File: src/rtl/mprng_pkg.sv
// Shared sizes, types and arithmetic for the chunked masking generator.
// Assumes the output width equals the chunk count times the chunk width.
package mprng_pkg;
    parameter int unsigned CHUNK_W    = 32;
    parameter int unsigned NUM_CHUNKS = 5;
    parameter int unsigned LANE_W     = 8;
    parameter int unsigned DATA_LANES = 16;
    parameter int unsigned KEY_LANES  = 4;
    parameter int unsigned PRD_W      = LANE_W * (DATA_LANES + KEY_LANES);
    parameter int unsigned IDX_W      = $clog2(NUM_CHUNKS);

    parameter logic [CHUNK_W-1:0] LFSR_TAPS  = 32'h80200003;
    parameter logic [CHUNK_W-1:0] SEED_BASE  = 32'h13579BDF;
    parameter logic [CHUNK_W-1:0] SEED_DELTA = 32'h2468ACE0;

    parameter int unsigned THR_FAST = 1;
    parameter int unsigned THR_MID  = 64;
    parameter int unsigned THR_SLOW = 8192;
    parameter int unsigned CTR_W    = $clog2(THR_SLOW);

    parameter logic [2:0] RATE_FAST = 3'b001;
    parameter logic [2:0] RATE_MID  = 3'b010;
    parameter logic [2:0] RATE_SLOW = 3'b100;

    typedef logic [NUM_CHUNKS-1:0][CHUNK_W-1:0] chunk_vec_t;

    typedef enum logic [1:0] {
        RS_IDLE    = 2'd0,
        RS_FETCH   = 2'd1,
        RS_PUBLISH = 2'd2
    } rs_state_e;

    // One Galois step: shift right, fold the taps in when a one drops out.
    function automatic logic [CHUNK_W-1:0] lfsr_next(logic [CHUNK_W-1:0] s);
        logic [CHUNK_W-1:0] n;
        n = s >> 1;
        if (s[0]) n = n ^ LFSR_TAPS;
        return n;
    endfunction

    // Fixed nonzero seed of chunk idx.
    function automatic logic [CHUNK_W-1:0] default_seed(int unsigned idx);
        return SEED_BASE + CHUNK_W'(idx) * SEED_DELTA;
    endfunction
endpackage

File: src/rtl/mprng_chunk.sv
// One LFSR chunk of the generator. It steps on step_i and loads seed_i on
// load_i, replacing an all-zero seed with its own default. It assumes the two
// strobes never come together; load wins if they do.
module mprng_chunk #(
    parameter int unsigned IDX = 0
) (
    input  logic                            clk,
    input  logic                            rst_n,
    input  logic                            step_i,
    input  logic                            load_i,
    input  logic [mprng_pkg::CHUNK_W-1:0]   seed_i,
    output logic [mprng_pkg::CHUNK_W-1:0]   state_o,
    output logic [mprng_pkg::CHUNK_W-1:0]   next_o
);
    import mprng_pkg::*;

    localparam logic [CHUNK_W-1:0] DFLT = default_seed(IDX);

    logic [CHUNK_W-1:0] state_q;

    // Next-step value, used by the lane map before the register takes it.
    always_comb next_o = lfsr_next(state_q);

    // Chunk state register: default at reset, reload, or one step.
    always_ff @(posedge clk) begin
        if (!rst_n) begin
            state_q <= DFLT;
        end else if (load_i) begin
            state_q <= (seed_i == '0) ? DFLT : seed_i;
        end else if (step_i) begin
            state_q <= next_o;
        end
    end

    assign state_o = state_q;
endmodule

File: src/rtl/mprng_reseed_ctrl.sv
// Counts finished blocks against the selected interval and runs the entropy
// fetch: one chunk per acknowledge, then one cycle to publish the new word.
// Assumes acknowledges are single-cycle pulses.
module mprng_reseed_ctrl (
    input  logic                              clk,
    input  logic                              rst_n,
    input  logic                              blk_done_i,
    input  logic [2:0]                        rate_i,
    input  logic                              ent_ack_i,
    output logic                              busy_o,
    output logic                              req_o,
    output logic                              publish_o,
    output logic [mprng_pkg::NUM_CHUNKS-1:0]  load_o,
    output logic [mprng_pkg::IDX_W-1:0]       fetch_idx_o
);
    import mprng_pkg::*;

    localparam logic [CTR_W-1:0] LIM_FAST = CTR_W'(THR_FAST - 1);
    localparam logic [CTR_W-1:0] LIM_MID  = CTR_W'(THR_MID - 1);
    localparam logic [CTR_W-1:0] LIM_SLOW = CTR_W'(THR_SLOW - 1);
    localparam logic [IDX_W-1:0] LAST_IDX = IDX_W'(NUM_CHUNKS - 1);

    rs_state_e          state_q;
    logic [IDX_W-1:0]   idx_q;
    logic [CTR_W-1:0]   cnt_q;
    logic [CTR_W-1:0]   limit;

    // Decode the rate code into the last count before a reseed.
    always_comb begin
        case (rate_i)
            RATE_FAST: limit = LIM_FAST;
            RATE_MID:  limit = LIM_MID;
            default:   limit = LIM_SLOW;
        endcase
    end

    // Block counter and fetch sequencer.
    always_ff @(posedge clk) begin
        if (!rst_n) begin
            state_q <= RS_IDLE;
            idx_q   <= '0;
            cnt_q   <= '0;
        end else begin
            case (state_q)
                RS_IDLE: begin
                    if (blk_done_i) begin
                        if (cnt_q >= limit) begin
                            cnt_q   <= '0;
                            idx_q   <= '0;
                            state_q <= RS_FETCH;
                        end else begin
                            cnt_q <= cnt_q + 1'b1;
                        end
                    end
                end
                RS_FETCH: begin
                    if (ent_ack_i) begin
                        if (idx_q == LAST_IDX) begin
                            state_q <= RS_PUBLISH;
                        end else begin
                            idx_q <= idx_q + 1'b1;
                        end
                    end
                end
                RS_PUBLISH: state_q <= RS_IDLE;
                default:    state_q <= RS_IDLE;
            endcase
        end
    end

    // Per-chunk load strobes, one per acknowledged word.
    for (genvar i = 0; i < NUM_CHUNKS; i++) begin : g_load
        assign load_o[i] = (state_q == RS_FETCH) && ent_ack_i && (idx_q == IDX_W'(i));
    end

    assign busy_o      = (state_q != RS_IDLE);
    assign req_o       = (state_q == RS_FETCH);
    assign publish_o   = (state_q == RS_PUBLISH);
    assign fetch_idx_o = idx_q;
endmodule

File: src/rtl/mprng_lane_map.sv
// Places the chunks into the output segments. Phase 0 maps segment s to
// chunk s. Phase 1 maps it to chunk (s+1) mod N, so each segment changes
// source from one word to the next. Purely combinational.
module mprng_lane_map (
    input  mprng_pkg::chunk_vec_t              chunks_i,
    input  logic                               phase_i,
    output logic [mprng_pkg::PRD_W-1:0]        prd_o
);
    import mprng_pkg::*;

    for (genvar s = 0; s < NUM_CHUNKS; s++) begin : g_seg
        localparam int unsigned ALT = (s + 1) % NUM_CHUNKS;
        assign prd_o[s*CHUNK_W +: CHUNK_W] = phase_i ? chunks_i[ALT] : chunks_i[s];
    end
endmodule

File: src/rtl/masking_prng.sv
// Top of the chunked masking generator. It registers one 160-bit word per
// accepted update and republishes the word after every reseed. It assumes
// upd_i and blk_done_i are cycle strobes from the cipher control.
module masking_prng (
    input  logic                              clk,
    input  logic                              rst_n,
    input  logic                              upd_i,
    input  logic                              blk_done_i,
    input  logic [2:0]                        rate_i,
    output logic                              ent_req_o,
    input  logic                              ent_ack_i,
    input  logic [mprng_pkg::CHUNK_W-1:0]     ent_data_i,
    output logic                              busy_o,
    output logic [mprng_pkg::PRD_W-1:0]       prd_o
);
    import mprng_pkg::*;

    logic                   busy;
    logic                   publish;
    logic [NUM_CHUNKS-1:0]  load;
    logic [IDX_W-1:0]       fetch_idx;
    logic                   accept;
    logic                   phase_q;
    chunk_vec_t             cur;
    chunk_vec_t             nxt;
    chunk_vec_t             map_in;
    logic [PRD_W-1:0]       mapped;
    logic [PRD_W-1:0]       prd_q;

    mprng_reseed_ctrl u_ctrl (
        .clk         (clk),
        .rst_n       (rst_n),
        .blk_done_i  (blk_done_i),
        .rate_i      (rate_i),
        .ent_ack_i   (ent_ack_i),
        .busy_o      (busy),
        .req_o       (ent_req_o),
        .publish_o   (publish),
        .load_o      (load),
        .fetch_idx_o (fetch_idx)
    );

    // An update counts only outside a reseed.
    assign accept = upd_i && !busy;

    for (genvar i = 0; i < NUM_CHUNKS; i++) begin : g_chunk
        mprng_chunk #(.IDX(i)) u_chunk (
            .clk     (clk),
            .rst_n   (rst_n),
            .step_i  (accept),
            .load_i  (load[i]),
            .seed_i  (ent_data_i),
            .state_o (cur[i]),
            .next_o  (nxt[i])
        );
    end

    // Publishing uses the reloaded state; an update uses the stepped state.
    assign map_in = publish ? cur : nxt;

    mprng_lane_map u_map (
        .chunks_i (map_in),
        .phase_i  (phase_q),
        .prd_o    (mapped)
    );

    // Output word register and lane phase.
    always_ff @(posedge clk) begin
        if (!rst_n) begin
            prd_q   <= '0;
            phase_q <= 1'b0;
        end else if (accept) begin
            prd_q   <= mapped;
            phase_q <= ~phase_q;
        end else if (publish) begin
            prd_q   <= mapped;
        end
    end

    assign prd_o  = prd_q;
    assign busy_o = busy;
endmodule

File: config.mk
export PLATFORM = sky130hd
export DESIGN_NAME = masking_prng
export DESIGN_NICKNAME = d
export VERILOG_FILES = /design/src/rtl/mprng_pkg.sv /design/src/rtl/mprng_chunk.sv /design/src/rtl/mprng_reseed_ctrl.sv /design/src/rtl/mprng_lane_map.sv /design/src/rtl/masking_prng.sv
export SDC_FILE = /design/constraint.sdc
export NUM_CORES = 1
export LEC_CHECK = 0
export BUFFER_PORTS_ARGS = -buffer_cell sky130_fd_sc_hd__buf_2
export CAP_MARGIN = 20
export CORE_UTILIZATION = 66
export CTS_BUF_LIST = sky130_fd_sc_hd__clkbuf_2 sky130_fd_sc_hd__clkbuf_4 sky130_fd_sc_hd__clkbuf_8
export CTS_CLUSTER_SIZE = 10
export DETAILED_ROUTE_END_ITERATION = 6
export PLACE_DENSITY = 0.95
export REMOVE_ABC_BUFFERS = 1
export SLEW_MARGIN = 25
export SYNTH_ARGS = -nofsm -noshare
export SYNTH_HDL_FRONTEND = slang
export SYNTH_SLANG_ARGS = --single-unit
File: constraint.sdc
create_clock -name clk -period 2.9 [get_ports clk]
set_clock_uncertainty 0.1 [all_clocks]
set_input_delay 0.145 -clock clk [delete_from_list [all_inputs] [get_ports clk]]
set_output_delay 0.145 -clock clk [all_outputs]
set_load 0.01 [all_outputs]
Word level (Yosys, flattened, before mapping):

Index checks and enable logic that the tools add are counted.

* logic and storage cells: 94
* output and inout bits: 162
* bits of input ports: 40
* flip-flop bits (word level): 339

* reductions and logical operators: 22
* bitwise logic cells: 6
* muxes and demuxes: 40
* order comparisons: 1
* $add $sub $neg: 2
* equality and inequality tests: 13

Operator list (count)
* 32-bit two-way mux: 25
* 160-bit two-way mux: 3
* 32-bit logical NOT: 1
* 13-bit case mux with 2 select lines: 1
* 3-bit inverter with 4-bit output: 5
* 2-bit nonzero test: 8
* 13-bit by 1-bit adder with 13-bit output (second input constant): 1
* 13-bit greater-or-equal comparator: 1
* 13-bit two-way mux: 1
* 3-bit two-way mux: 4
* 3-bit by 2-bit equality test with 1-bit output (second input constant): 3
* 2-bit two-way mux: 4
* 1-bit logical AND: 7
* 3-bit by 1-bit equality test with 1-bit output (second input constant): 2
* 2-bit by 1-bit != test with 1-bit output (second input constant): 3
* 3-bit case mux with 2 select lines: 1
* 5-bit AND reduction: 1
* 2-bit != test (second input constant): 2
* 2-bit case mux with 2 select lines: 1
* 4-bit AND reduction: 1
* 3-bit by 1-bit adder with 3-bit output (second input constant): 1
* 3-bit equality test (second input constant): 1
* 3-bit logical NOT: 1
* 2-bit by 1-bit equality test with 1-bit output (second input constant): 1
* other kinds (5): 5

Logic depth before layout (Yosys ltp):

* depth after elaboration: 6
* depth in mapped cells: 10
* depth with buffers taken out: 9

Cells and area by module:

Synthesis repeated with hierarchy kept, for this count alone.

* cells, all modules: 2421
* area total of the unflattened synthesis: 21640.8 µm²

Modules (own cells, without submodules)
* masking_prng: area an instance 8336.7 µm², times used 1, cells an instance 877, sequential area each 3223.1 µm²
* mprng_chunk (g_chunk[0].u_chunk ...): area an instance 1949.4 µm², times used 2, cells an instance 246, sequential area each 640.6 µm²
* mprng_lane_map: area an instance 2342.2 µm², times used 1, cells an instance 178, sequential area each 0.0 µm²
* mprng_chunk (g_chunk[2].u_chunk): area an instance 1926.8 µm², times used 1, cells an instance 241, sequential area each 640.6 µm²
* mprng_chunk (g_chunk[1].u_chunk): area an instance 1923.1 µm², times used 1, cells an instance 239, sequential area each 640.6 µm²
* mprng_chunk (g_chunk[3].u_chunk): area an instance 1915.6 µm², times used 1, cells an instance 237, sequential area each 640.6 µm²
* mprng_reseed_ctrl: area an instance 1297.5 µm², times used 1, cells an instance 157, sequential area each 360.3 µm²

Worst setup path before layout:

Ideal clock, no wire load.

* kind: input to register
* from: input rate_i[1]
* to: register u_ctrl.state_q[0]
* setup time: 0.116 ns
* data required time: 2.684 ns
* stages: 8
* path buffers: 0
* setup slack: 0.894 ns
* arrival time: 1.790 ns
* path through: xnor2_1 -> nor2_1 -> ha_1 -> nand4_1 -> nor4_1 -> a211oi_1 -> o21ai_0 -> a31o_2

* longest elaborated chain between the ends: 5
* elaborated cells between the ends (all ways): 6
* those cells by class: 1 x order compare; 3 x eq/ne; 1 x mux; 1 x reduce/logical

RTL lines
* start: declaration: RTL line masking_prng.sv:9 `input logic [2:0] rate_i,`
* 3-bit by 2-bit equality test with 1-bit output or 3-bit by 1-bit equality test with 1-bit output (tied branches): RTL line mprng_reseed_ctrl.sv:30 `case (rate_i)`
* 13-bit case mux with 2 select lines *: RTL line mprng_reseed_ctrl.sv:30
* 13-bit greater-or-equal comparator *: RTL line mprng_reseed_ctrl.sv:47 `if (cnt_q >= limit) begin`
* 2-bit by 1-bit != test with 1-bit output (no source line) *
* 4-bit AND reduction (no source line) *
* end signal: assignment: RTL line mprng_reseed_ctrl.sv:40 `state_q <= RS_IDLE;`
* end signal: assignment: RTL line mprng_reseed_ctrl.sv:50 `state_q <= RS_FETCH;`
* end signal: assignment: RTL line mprng_reseed_ctrl.sv:59 `state_q <= RS_PUBLISH;`
* end: declaration: RTL line mprng_reseed_ctrl.sv:23 `rs_state_e state_q;`

Mark *: on every way between the ends. The rest lies on a longest branch, timed or not.
A chain may end at the register's enable or synchronous reset.

Worst setup path after layout:

* from: register u_ctrl.state_q[1]
* to: register g_chunk[1].u_chunk.state_q[7]

* longest elaborated chain between the ends: 4
* elaborated cells between the ends (all ways): 8
* those cells by class: 1 x eq/ne; 1 x mux; 6 x reduce/logical

RTL lines
* 2-bit by 1-bit equality test with 1-bit output or 2-bit nonzero test (tied branches): RTL line mprng_reseed_ctrl.sv:73, mprng_reseed_ctrl.sv:76
* 1-bit logical AND or 1-bit logical NOT (tied branches): RTL line mprng_reseed_ctrl.sv:73, masking_prng.sv:44
* 1-bit logical AND (on tied branches): RTL line mprng_reseed_ctrl.sv:73, masking_prng.sv:44
* 32-bit two-way mux or 2-bit nonzero test (tied branches)
* end signal: assignment: RTL line mprng_chunk.sv:29 `state_q <= (seed_i == '0) ? DFLT : seed_i;`
* end signal: assignment: RTL line mprng_chunk.sv:31 `state_q <= next_o;`
* end: declaration: RTL line mprng_chunk.sv:19 `logic [CHUNK_W-1:0] state_q;`

Parallel ways exist; a longest one is shown, timed or not.

==> results.py <==
metrics = {
    "synthesis": {
        "yosysWarnings": 0,
        "synth_compound_gate_area_share": 0.136,
        "synthSimpleGateAreaFrac": 0.215,
        "syn_area_sq_um": 18000,
        "synth_area_leader_cell": "dfxtp_1",
        "syn_inst": 2074,
        "synth_top_family_by_area": "simple AND/OR/NAND/NOR gates",
        "synthXorXnorAreaFrac": 0.0122,
        "yosysTopAreaCellShare": 0.377,
        "ys_seq_area_frac": 0.377,
        "synthFlopType": "dfxtp_1",
        "yosysMostFrequentCell": "nand2_1",
        "synthArstFlopShare": 0,
        "ys_seq_elements": 339,
        "synthAdderAreaFrac": 0.0132,
        "synth.area.mux_share": 0.187,
        "synth_top_cells_by_count": "nand2_1 (690), dfxtp_1 (339), a21oi_1 (168), mux4_2 (145), nor2_1 (119)",
        "synth_area_leaders": "dfxtp_1 (38%), mux4_2 (18%), nand2_1 (14%)",
        "syn_avg_cell_area_sq_um": 8.67,
        "synth_cell_type_count": 45,
        "synth_edf_count": 0,
    },
    "timing": {
        "fmax_mhz": 360,
        "tightestPinTransition_ns": 0.867,
        "period_share": 0.958,
        "layout_min_cycle_time_ns": 2.78,
        "rsz0062_at_grt": "no",
        "setup_viol": 0,
        "setup_ws_ns": 0.121,
        "fin_tns_setup_ns": 0,
        "slew_violations": 0,
        "worst_slew_margin_rel": 0.422,
        "hold_viol": 0,
    },
    "setup_path": {
        "startpoint": "u_ctrl.state_q[1]",
        "cp_data_required_time_ns": 3.29,
        "critical_path.cell_chain": "and4bb_2 -> nand2_2 -> buf_12 -> nand3_1 -> o31ai_1 -> nand2_1 -> dlygate4sd3_1",
        "crit_arrival_ns": 3.17,
        "crit_path_start_kind": "flop",
        "crit_cells": 7,
        "r2r_cells": 7,
        "cp_max_fo": 42,
        "cp_slowest_stage_delay_ns": 0.61,
        "reg2reg_slack_ns": 0.12,
        "endpoint": "g_chunk[1].u_chunk.state_o[7]",
        "r2r_end": "g_chunk[1].u_chunk.state_o[7]",
        "slowest_stage": "dfxtp_1",
        "crit_family": "simple AND/OR/NAND/NOR gates",
        "worstSetupEndpointType": "flop",
        "crit_type": "reg -> reg",
        "r2r_start": "u_ctrl.state_q[1]",
        "path_buf_inv": 2,
    },
    "grt": {
        "grt_pass1_wl_mm": 87.1,
        "antenna_found_initial": 1,
        "grt_max_degree": 117,
        "gr-usage-all-layers": 0.384,
        "gr-total-overflow": 0,
        "grt_pass1_vias": 17191,
    },
    "final_layout": {
        "postLayoutCoreUtil": 0.764,
        "areaGrowthSynthToFinish_pct": 14.2,
        "fillers": 1737,
        "layout.nets": 2273,
        "layout-drive-gt1-share": 0.222,
    },
    "route": {
        "first_iter_violations": 2591,
        "via_count": 17633,
        "totalWireLength_mm": 54.3,
        "route.detailed.drc": 3,
        "via_per_inst": 6.78,
        "final_antenna_net_count": 0,
        "post_drt_wl_per_cell_microns": 20.9,
        "firstDrtPassIters": 7,
    },
    "floorplanning": {
        "die_area_sq_um": 27900,
        "num_rows": 60,
        "start_util": 0.669,
        "io_pins": 202,
        "die_y_microns": 167,
        "die_w_microns": 167,
        "coreArea_sq_um": 26900,
    },
    "flow_run": {
        "cap_violations": 0,
    },
    "place": {
        "hpwl_mm": 32.0,
        "gp_congestion": 0.859,
        "io_buffers": 201,
        "dp_slack_ns": 0.398,
    },
    "cts": {
        "cts-root-buf": "clkbuf_8",
        "clockBufferDepth": 3,
        "cts.reportedPaths.clkPinSlew_ns": 0.07,
        "cts.sink_count": 339,
        "numCtsBuffers": 55,
        "cts_tree": "built",
        "clock_latency_ns": 0.62,
        "htreeDepth": 2,
    },
    "pwr": {
        "powerDensity_nw_per_um2": 567,
        "peakVddDrop_mv": 0.366,
        "power_leakage_nw": 8.65,
    },
    "worst_hold_path": {
        "min_path_type": "in -> reg",
    },
    "outcome": {
        "status": "finished with violations",
        "failed_checks": "design-rule violations",
    },
}
## report_power, final
group          internal (mW)  switching [mW]  total (mW)
clock                   2.54            1.99        4.54
sequential              4.96           0.371        5.34
combinational          0.825           0.952        1.78
total                   8.33            3.32        11.6
## cell usage in the layout (no fill, tap or decap), types with 10 or more instances in the layout
cell and count:
nand3_1 94, a311oi_1 69, xor2_1 15, o211ai_1 20
o21ai_0 20, buf_2 200, nand2_1 686, ha_1 19
buf_12 17, dfxtp_1 337, inv_1 11, dlygate4sd3_1 40
clkbuf_8 70, clkinv_2 10, xnor2_1 10, buf_4 19
o31ai_1 78, nor2_1 117, mux4_2 145, clkbuf_4 15
a21oi_1 168
## per-layer routing
layer  vias up  wire length [microns]  global-route usage
met5         -                      0                   0
met4         0                   2920               0.217
met3       309                   6570              0.0823
met2      1454                  25800               0.626
met1      8232                  19100               0.476
li1       7638                      -                   -
## how the worst min path moves through the flow
stage | slack [ns] | end | depth (start not counted) | start
finish | 0.21 | g_chunk[3].u_chunk.state_o[19] | 5 | upd_i
global route | 0.23 | g_chunk[3].u_chunk.state_o[7] | 5 | upd_i
CTS | 0.19 | g_chunk[1].u_chunk.state_o[13] | 5 | upd_i
detailed placement | 0.34 | prd_o[130] | 2 | prd_o[130]
global placement | 0.34 | prd_o[9] | 2 | prd_o[9]
floorplan | 0.11 | g_chunk[0].u_chunk.state_o[0] | 1 | rst_n
## registers in the layout, summed over array words and instances, names as in the netlist
signal                   cells
prd_o                      160
phase_q                      1
u_ctrl.cnt_q                13
g_chunk.u_chunk.state_o    160
u_ctrl.fetch_idx_o           3
u_ctrl.state_q               2
## worst min-delay path, cell delays in order
cell	delay (ns)
buf_2	0.12
nor3b_4	0.16
buf_12	0.21
nand2_1	0.14
a311oi_1	0.09
## per-stage QoR
stage               instance area, sq um  power (mW)  cells  hold WS, ns
global placement                   18900        6.98   2458        0.336
finish                             20500        11.6   2599        0.210
detailed placement                 18900        7.07   2458        0.341
CTS                                20500        11.6   2597        0.190
floorplan                          17000        6.51   1881        0.107
global route                       20500        12.0   2597        0.231
## logic make-up after synthesis
| family | count (synthesis) |
|---|---|
| adder cells (fa/ha/maj) | 19 |
| buffers and inverters | 206 |
| AO/OA/AOI/OAI | 374 |
| AND/OR/NAND/NOR | 957 |
| XOR/XNOR | 25 |
| multiplexers | 154 |
| flip-flops | 339 |
## what timing repair did
action                                  in CTS  in global routing
endpoints found under the setup margin       0                  1
endpoints found under the hold margin      167                  0
hold buffers                                40                  0
buffers inserted                             0                  0
resized for setup                            0                  1
## layout make-up
| type | instances | area [sq um] | share of cell area |
|---|---|---|---|
| Multi-Input combinational cell | 1529 | 10200 | 0.495 |
| Sequential cell | 339 | 6790 | 0.331 |
| Tap cell | 341 | 427 | 0.0208 |
| Antenna cell | 2 | 5.00 | 0.000244 |
| Inverter | 13 | 55.1 | 0.00268 |
| Clock inverter | 14 | 130 | 0.00633 |
| Clock buffer | 85 | 1080 | 0.0524 |
| Timing Repair Buffer | 276 | 1880 | 0.0917 |
No activity file was read; power rests on OpenSTA's default activity.
